$ cat src/rtl/stag_alu_pkg.sv
package stag_alu_pkg;

    typedef enum logic [2:0] {
        OP_ADD = 3'd0,
        OP_SUB = 3'd1,
        OP_AND = 3'd2,
        OP_OR  = 3'd3,
        OP_XOR = 3'd4,
        OP_SHL = 3'd5
    } alu_op_e;

    typedef enum logic [1:0] {
        ST_IDLE,
        ST_FILL,
        ST_FULL,
        ST_DRAIN
    } pipe_state_e;

endpackage

$ cat src/rtl/stag_ctrl.sv
module stag_ctrl
    import stag_alu_pkg::*;
(
    input  logic clk,
    input  logic rst_n,
    input  logic issue,
    output logic lo_live,
    output logic hi_live
);

    pipe_state_e state_q, state_d;

    always_ff @(posedge clk) begin
        if (!rst_n) state_q <= ST_IDLE;
        else        state_q <= state_d;
    end

    always_comb begin
        state_d = state_q;
        unique case (state_q)
            ST_IDLE:  state_d = issue ? ST_FILL : ST_IDLE;
            ST_FILL:  state_d = issue ? ST_FULL : ST_DRAIN;
            ST_FULL:  state_d = issue ? ST_FULL : ST_DRAIN;
            ST_DRAIN: state_d = issue ? ST_FILL : ST_IDLE;
            default:  state_d = ST_IDLE;
        endcase
    end

    always_comb begin
        lo_live = 1'b0;
        hi_live = 1'b0;
        unique case (state_q)
            ST_IDLE:  begin lo_live = 1'b0; hi_live = 1'b0; end
            ST_FILL:  begin lo_live = 1'b1; hi_live = 1'b0; end
            ST_FULL:  begin lo_live = 1'b1; hi_live = 1'b1; end
            ST_DRAIN: begin lo_live = 1'b0; hi_live = 1'b1; end
            default:  begin lo_live = 1'b0; hi_live = 1'b0; end
        endcase
    end

endmodule

$ cat src/rtl/stag_lo_stage.sv
module stag_lo_stage
    import stag_alu_pkg::*;
#(
    parameter int HALF    = 16,
    parameter int SHAMT_W = 4
) (
    input  alu_op_e             op,
    input  logic [HALF-1:0]     a_lo,
    input  logic [HALF-1:0]     b_lo,
    input  logic [SHAMT_W-1:0]  sh,
    output logic [HALF-1:0]     res_lo,
    output logic                carry,
    output logic [HALF-1:0]     spill
);

    logic [HALF:0]     sum;
    logic [2*HALF-1:0] ext;

    always_comb begin
        ext    = {{HALF{1'b0}}, a_lo} << sh;
        sum    = '0;
        res_lo = '0;
        carry  = 1'b0;
        spill  = '0;
        case (op)
            OP_ADD: begin
                sum    = {1'b0, a_lo} + {1'b0, b_lo};
                res_lo = sum[HALF-1:0];
                carry  = sum[HALF];
            end
            OP_SUB: begin
                sum    = {1'b0, a_lo} + {1'b0, ~b_lo} + {{HALF{1'b0}}, 1'b1};
                res_lo = sum[HALF-1:0];
                carry  = sum[HALF];
            end
            OP_AND: res_lo = a_lo & b_lo;
            OP_OR:  res_lo = a_lo | b_lo;
            OP_XOR: res_lo = a_lo ^ b_lo;
            OP_SHL: begin
                res_lo = ext[HALF-1:0];
                spill  = ext[2*HALF-1:HALF];
            end
            default: res_lo = '0;
        endcase
    end

endmodule

$ cat src/rtl/stag_hi_stage.sv
module stag_hi_stage
    import stag_alu_pkg::*;
#(
    parameter int HALF    = 16,
    parameter int SHAMT_W = 4
) (
    input  alu_op_e             op,
    input  logic [HALF-1:0]     a_hi,
    input  logic [HALF-1:0]     b_hi,
    input  logic [SHAMT_W-1:0]  sh,
    input  logic                cin,
    input  logic [HALF-1:0]     spill,
    output logic [HALF-1:0]     res_hi,
    output logic                cout
);

    logic [HALF:0] sum;

    always_comb begin
        sum    = '0;
        res_hi = '0;
        cout   = 1'b0;
        case (op)
            OP_ADD: begin
                sum    = {1'b0, a_hi} + {1'b0, b_hi} + {{HALF{1'b0}}, cin};
                res_hi = sum[HALF-1:0];
                cout   = sum[HALF];
            end
            OP_SUB: begin
                sum    = {1'b0, a_hi} + {1'b0, ~b_hi} + {{HALF{1'b0}}, cin};
                res_hi = sum[HALF-1:0];
                cout   = sum[HALF];
            end
            OP_AND: res_hi = a_hi & b_hi;
            OP_OR:  res_hi = a_hi | b_hi;
            OP_XOR: res_hi = a_hi ^ b_hi;
            OP_SHL: res_hi = (a_hi << sh) | spill;
            default: res_hi = '0;
        endcase
    end

endmodule

$ cat src/rtl/stag_alu.sv
module stag_alu
    import stag_alu_pkg::*;
#(
    parameter int WIDTH   = 32,
    parameter int SHAMT_W = 4
) (
    input  logic                 clk,
    input  logic                 rst_n,
    input  logic                 in_valid,
    input  logic [2:0]           in_op,
    input  logic [WIDTH-1:0]     in_a,
    input  logic [WIDTH-1:0]     in_b,
    input  logic                 in_fwd_a,
    output logic                 lo_valid,
    output logic [WIDTH/2-1:0]   lo_data,
    output logic                 hi_valid,
    output logic [WIDTH/2-1:0]   hi_data,
    output logic                 hi_cout
);

    localparam int HALF = WIDTH / 2;

    logic lo_live, hi_live;

    stag_ctrl u_ctrl (
        .clk     (clk),
        .rst_n   (rst_n),
        .issue   (in_valid),
        .lo_live (lo_live),
        .hi_live (hi_live)
    );

    // Stage 1 registers: lower half result plus everything the upper half needs.
    alu_op_e              s1_op;
    logic                 s1_fwd;
    logic [HALF-1:0]      s1_a_hi, s1_b_hi, s1_spill, lo_q;
    logic [SHAMT_W-1:0]   s1_sh;
    logic                 s1_carry;
    // Stage 2 registers.
    logic [HALF-1:0]      hi_q;
    logic                 cout_q;

    // A forward request counts only while a lower half is being presented.
    logic                 fwd_eff;
    logic [HALF-1:0]      a_lo_sel, a_hi_sel;
    alu_op_e              op_in;
    logic [HALF-1:0]      lo_n, spill_n, hi_n;
    logic                 carry_n, cout_n;

    assign fwd_eff  = in_fwd_a & lo_live;
    assign a_lo_sel = fwd_eff ? lo_q : in_a[HALF-1:0];
    // Upper forward: producer's upper half lands in hi_q at the edge the
    // dependent op issues, so it is ready when the dependent reaches stage 2.
    assign a_hi_sel = s1_fwd ? hi_q : s1_a_hi;
    assign op_in    = alu_op_e'(in_op);

    stag_lo_stage #(.HALF(HALF), .SHAMT_W(SHAMT_W)) u_lo (
        .op     (op_in),
        .a_lo   (a_lo_sel),
        .b_lo   (in_b[HALF-1:0]),
        .sh     (in_b[SHAMT_W-1:0]),
        .res_lo (lo_n),
        .carry  (carry_n),
        .spill  (spill_n)
    );

    stag_hi_stage #(.HALF(HALF), .SHAMT_W(SHAMT_W)) u_hi (
        .op     (s1_op),
        .a_hi   (a_hi_sel),
        .b_hi   (s1_b_hi),
        .sh     (s1_sh),
        .cin    (s1_carry),
        .spill  (s1_spill),
        .res_hi (hi_n),
        .cout   (cout_n)
    );

    always_ff @(posedge clk) begin
        if (!rst_n) begin
            s1_op    <= OP_ADD;
            s1_fwd   <= 1'b0;
            s1_a_hi  <= '0;
            s1_b_hi  <= '0;
            s1_sh    <= '0;
            s1_carry <= 1'b0;
            s1_spill <= '0;
            lo_q     <= '0;
        end else if (in_valid) begin
            s1_op    <= op_in;
            s1_fwd   <= fwd_eff;
            s1_a_hi  <= in_a[WIDTH-1:HALF];
            s1_b_hi  <= in_b[WIDTH-1:HALF];
            s1_sh    <= in_b[SHAMT_W-1:0];
            s1_carry <= carry_n;
            s1_spill <= spill_n;
            lo_q     <= lo_n;
        end
    end

    always_ff @(posedge clk) begin
        if (!rst_n) begin
            hi_q   <= '0;
            cout_q <= 1'b0;
        end else if (lo_live) begin
            hi_q   <= hi_n;
            cout_q <= cout_n;
        end
    end

    assign lo_valid = lo_live;
    assign lo_data  = lo_q;
    assign hi_valid = hi_live;
    assign hi_data  = hi_q;
    assign hi_cout  = cout_q;

endmodule

$ cat config.mk
export PLATFORM = sky130hd
export DESIGN_NAME = stag_alu
export DESIGN_NICKNAME = d
export VERILOG_FILES = /design/src/rtl/stag_alu_pkg.sv /design/src/rtl/stag_ctrl.sv /design/src/rtl/stag_lo_stage.sv /design/src/rtl/stag_hi_stage.sv /design/src/rtl/stag_alu.sv
export SDC_FILE = /design/constraint.sdc
export NUM_CORES = 1
export LEC_CHECK = 0
export BUFFER_PORTS_ARGS = -buffer_cell sky130_fd_sc_hd__buf_2
export CELL_PAD_IN_SITES_DETAIL_PLACEMENT = 0
export CELL_PAD_IN_SITES_GLOBAL_PLACEMENT = 2
export CORE_MARGIN = 2
export CORE_UTILIZATION = 33
export DETAILED_ROUTE_END_ITERATION = 12
export HOLD_SLACK_MARGIN = 0.05
export PLACE_DENSITY_LB_ADDON = 0.1
export SYNTH_ARGS = -nofsm -noshare
export SYNTH_HDL_FRONTEND = slang
export SYNTH_SLANG_ARGS = --single-unit
$ cat constraint.sdc
create_clock -name clk -period 3.7 [get_ports clk]
set_input_delay 0.185 -clock clk [delete_from_list [all_inputs] [get_ports clk]]
set_output_delay 0.185 -clock clk [all_outputs]
set_load 0.02 [all_outputs]
==> out/qor.yml <==
reg2reg_depth: 14
final_core_util_pct: 39.2
cts_buffer_depth: 2
synthCells: 1325
cts_tree: "built"
grt_pass1_wl_mm: 59.4
finalWirelength_mm: 38.5
ant_nets: 0
htreeDepth: 3
gp_congestion: 0.869
ys_types: 80
fin_ws_ns: 0.187
p_leak_nw: 5.27
antenna_found_initial: 0
r2r-start: "s1_fwd$_SDFFE_PN0P_"
fin_setup_tns_ns: 0
crit_path_start_kind: "flip-flop"
synth.net_count: 1504
first_global_vias: 9922
die_w_um: 181
area_growth_pct: 16.0
finalSetupViolCount: 0
p_per_area_mw_per_mm2: 448
async_flop_share_pct: 0
synth_edf_count: 0
hold_viol: 0
core_mm2: 0.0307
place_area_mm2: 0.0116
min_from: "in_a[30]"
syn-cell-area_mm2: 0.0104
cts_root_buf: "clkbuf_16"
hold_buffers: 0
die_h_um: 181
power_frac_comb_pct: 59.9
finalCritPeriodShare_pct: 94.9
clkPwrFrac_pct: 17.8
initial_core_util_pct: 33.8
hpwl_mm: 30.2
grt_util_all_layers_pct: 23.2
drive_gt1_share_pct: 18.3
wl_per_cell_um: 21.0
hp-class: "in -> reg"
place_ws_ns: 0.0395
antenna_cells: 0
grt_max_degree: 55
maxCapViolCount: 0
cp.required_ns: 3.95
yosysWarnings: 0
period_needed_ns: 3.51
r2r_slack_ns: 0.19
slew_headroom_pct: 32.6
switching_power_w: 0.00249
worst_pin_slew_ns: 1.01
vdd_ir_drop_max_uv: 209
timing.rr.end: "hi_data[15]$_SDFFE_PN0N_"
holdPathEnd: "s1_a_hi[14]$_SDFFE_PN0P_"
drt-initial-drc-count: 689
overflow: 0
pin_count: 106
via_per_inst: 5.53
die_area_mm2: 0.0329
crit_arrival_ns: 3.77
final_area_mm2: 0.0120
drc: 0
p_int_w: 0.00291
critPathCaptureType: "flip-flop"
swShare_pct: 46.1
hold_slack_ns: 0.0745
synth_flop_cell: "dfxtp_1"
numCtsBuffers: 9
portBuffers: 105
nFillCells: 3328
crit_fanout: 18
hold_path_depth: 3
clkLatencyLatePin_ns: 0.37
status: "finished clean"
max_freq_ghz: 0.285
num-nets-final: 1609
syn_avg_cell_area_um2: 7.84
maxSlewViolCount: 0
crit_type: "reg -> reg"
clkTransAtPathRegs_ns: 0.07
rows: 64
rsz0062_at_grt: "yes"
first_pass_iters: 5
ys_ff_latch: 91
fin_skew_ns: 0.0133
vias: 10100
seq_power_share_pct: 22.3
ys_seq_area_share_pct: 17.5
cts.sinks: 91
## routing by layer
| layer | global-route usage, % | routed length, um | up-vias | part of all wire (%) |
|---|---|---|---|---|
| met2 | 39.6 | 18400 | 250 | 48 |
| met1 | 30.5 | 17800 | 4847 | 46 |
| met3 | 1.85 | 1270 | 47 | 3.3 |
| met5 | 0 | 0 | - | 0 |
| li1 | - | - | 4976 | - |
| met4 | 8.42 | 1070 | 0 | 2.8 |
## stage by stage
step           power (W)  instances
2_1_floorplan    0.00328       1325
3_5_place_dp     0.00438       1813
4_1_cts          0.00537       1829
6_report         0.00539       1831
5_1_grt          0.00579       1831
3_3_place_gp     0.00439       1813
## power groups by stage
stage | clock network [W] | logic (W) | registers [W]
2_1_floorplan | 0 | 0.00203 | 0.00126
3_3_place_gp | 0 | 0.00316 | 0.00123
3_5_place_dp | 0 | 0.00315 | 0.00123
4_1_cts | 0.000999 | 0.00317 | 0.00120
5_1_grt | 0.00103 | 0.00354 | 0.00122
6_report | 0.000958 | 0.00323 | 0.00120
## final cells by class
class	instances	area, um2	share of cell area (%)
Clock buffer	10	239	1.98
Clock inverter	6	55.1	0.457
Inverter	110	413	3.43
Timing Repair Buffer	188	1170	9.68
Sequential cell	91	1820	15.1
Multi-Input combinational cell	1030	7850	65.2
Tap cell	396	495	4.11
## how the worst max path moves through the flow
stage	from	endpoint	slack [ns]
after floorplan	s1_fwd$_SDFFE_PN0P_	hi_data[14]$_SDFFE_PN0N_	0.12
after global placement	s1_fwd$_SDFFE_PN0P_	hi_data[15]$_SDFFE_PN0N_	0.12
after detailed placement	s1_fwd$_SDFFE_PN0P_	hi_data[12]$_SDFFE_PN0N_	0.04
after CTS	s1_fwd$_SDFFE_PN0P_	hi_data[12]$_SDFFE_PN0N_	0.02
after global routing	s1_fwd$_SDFFE_PN0P_	hi_data[12]$_SDFFE_PN0N_	-0.004
final	s1_fwd$_SDFFE_PN0P_	hi_data[15]$_SDFFE_PN0N_	0.19
## worst max-delay path: stages, from the launching register on
cell	delay, ns
dfxtp_1	0.38
buf_8	0.25
mux2i_1	0.44
inv_1	0.18
ha_1	0.27
nor2b_1	0.15
o21ai_0	0.45
a211oi_1	0.16
nor3_1	0.23
buf_4	0.16
o41ai_2	0.06
buf_4	0.16
a311o_1	0.34
nand3_1	0.09
a31oi_1	0.08
## logic make-up after synthesis
family,synth area share (%)
fa+ha+maj,13.4
flops,17.5
xor+xnor,2.19
simple gates,18.8
mux,16.6
buf+inv,7.76
compound gates,23.7
## cell usage after synthesis (all sizes together), types with 7 or more instances
library cell / number / area share, %
a211oi: 33 / 2.4
a21boi: 9 / 0.65
a21o: 13 / 0.94
a21oi: 90 / 4.3
a221oi: 11 / 0.99
a22oi: 7 / 0.51
a31oi: 20 / 1.2
and2: 24 / 1.4
buf: 21 / 1.1
clkbuf: 73 / 2.6
dfxtp: 91 / 18
ha: 102 / 12
inv: 108 / 3.9
mux2: 12 / 1.3
mux2i: 116 / 12
mux4: 16 / 3.5
nand2: 72 / 2.6
nand2b: 27 / 1.7
nand3: 23 / 1.1
nor2: 84 / 3.0
nor2b: 64 / 3.9
nor3: 30 / 1.4
nor3b: 9 / 0.65
o211ai: 10 / 0.72
o21ai: 86 / 4.1
o21bai: 8 / 0.58
o22ai: 16 / 0.96
o311ai: 7 / 0.59
o31ai: 11 / 0.80
or3: 10 / 0.60
xnor2: 18 / 1.5
xor2: 8 / 0.67
## cell usage in the layout (no fill, tap or decap), types with 72 or more instances in the layout
cell / n
buf_4: 81
dfxtp_1: 90
inv_1: 107
buf_2: 104
nand2_1: 72
nor2_1: 84
a21oi_1: 88
mux2i_1: 108
o21ai_0: 80
ha_1: 99
## repair_timing
action | in CTS | in global routing
setup endpoints to repair | 0 | 12
buffers inserted | 0 | 2
resized for setup | 0 | 26
## registers in the layout (all words and copies together) (netlist names)
name	flops
hi_cout	1
hi_data	16
lo_data	16
s1_a_hi	16
s1_b_hi	16
s1_carry	1
s1_fwd	1
s1_op	3
s1_sh	4
s1_spill	15
u_ctrl.state_q	2
Power figures use the tool's default switching activity.
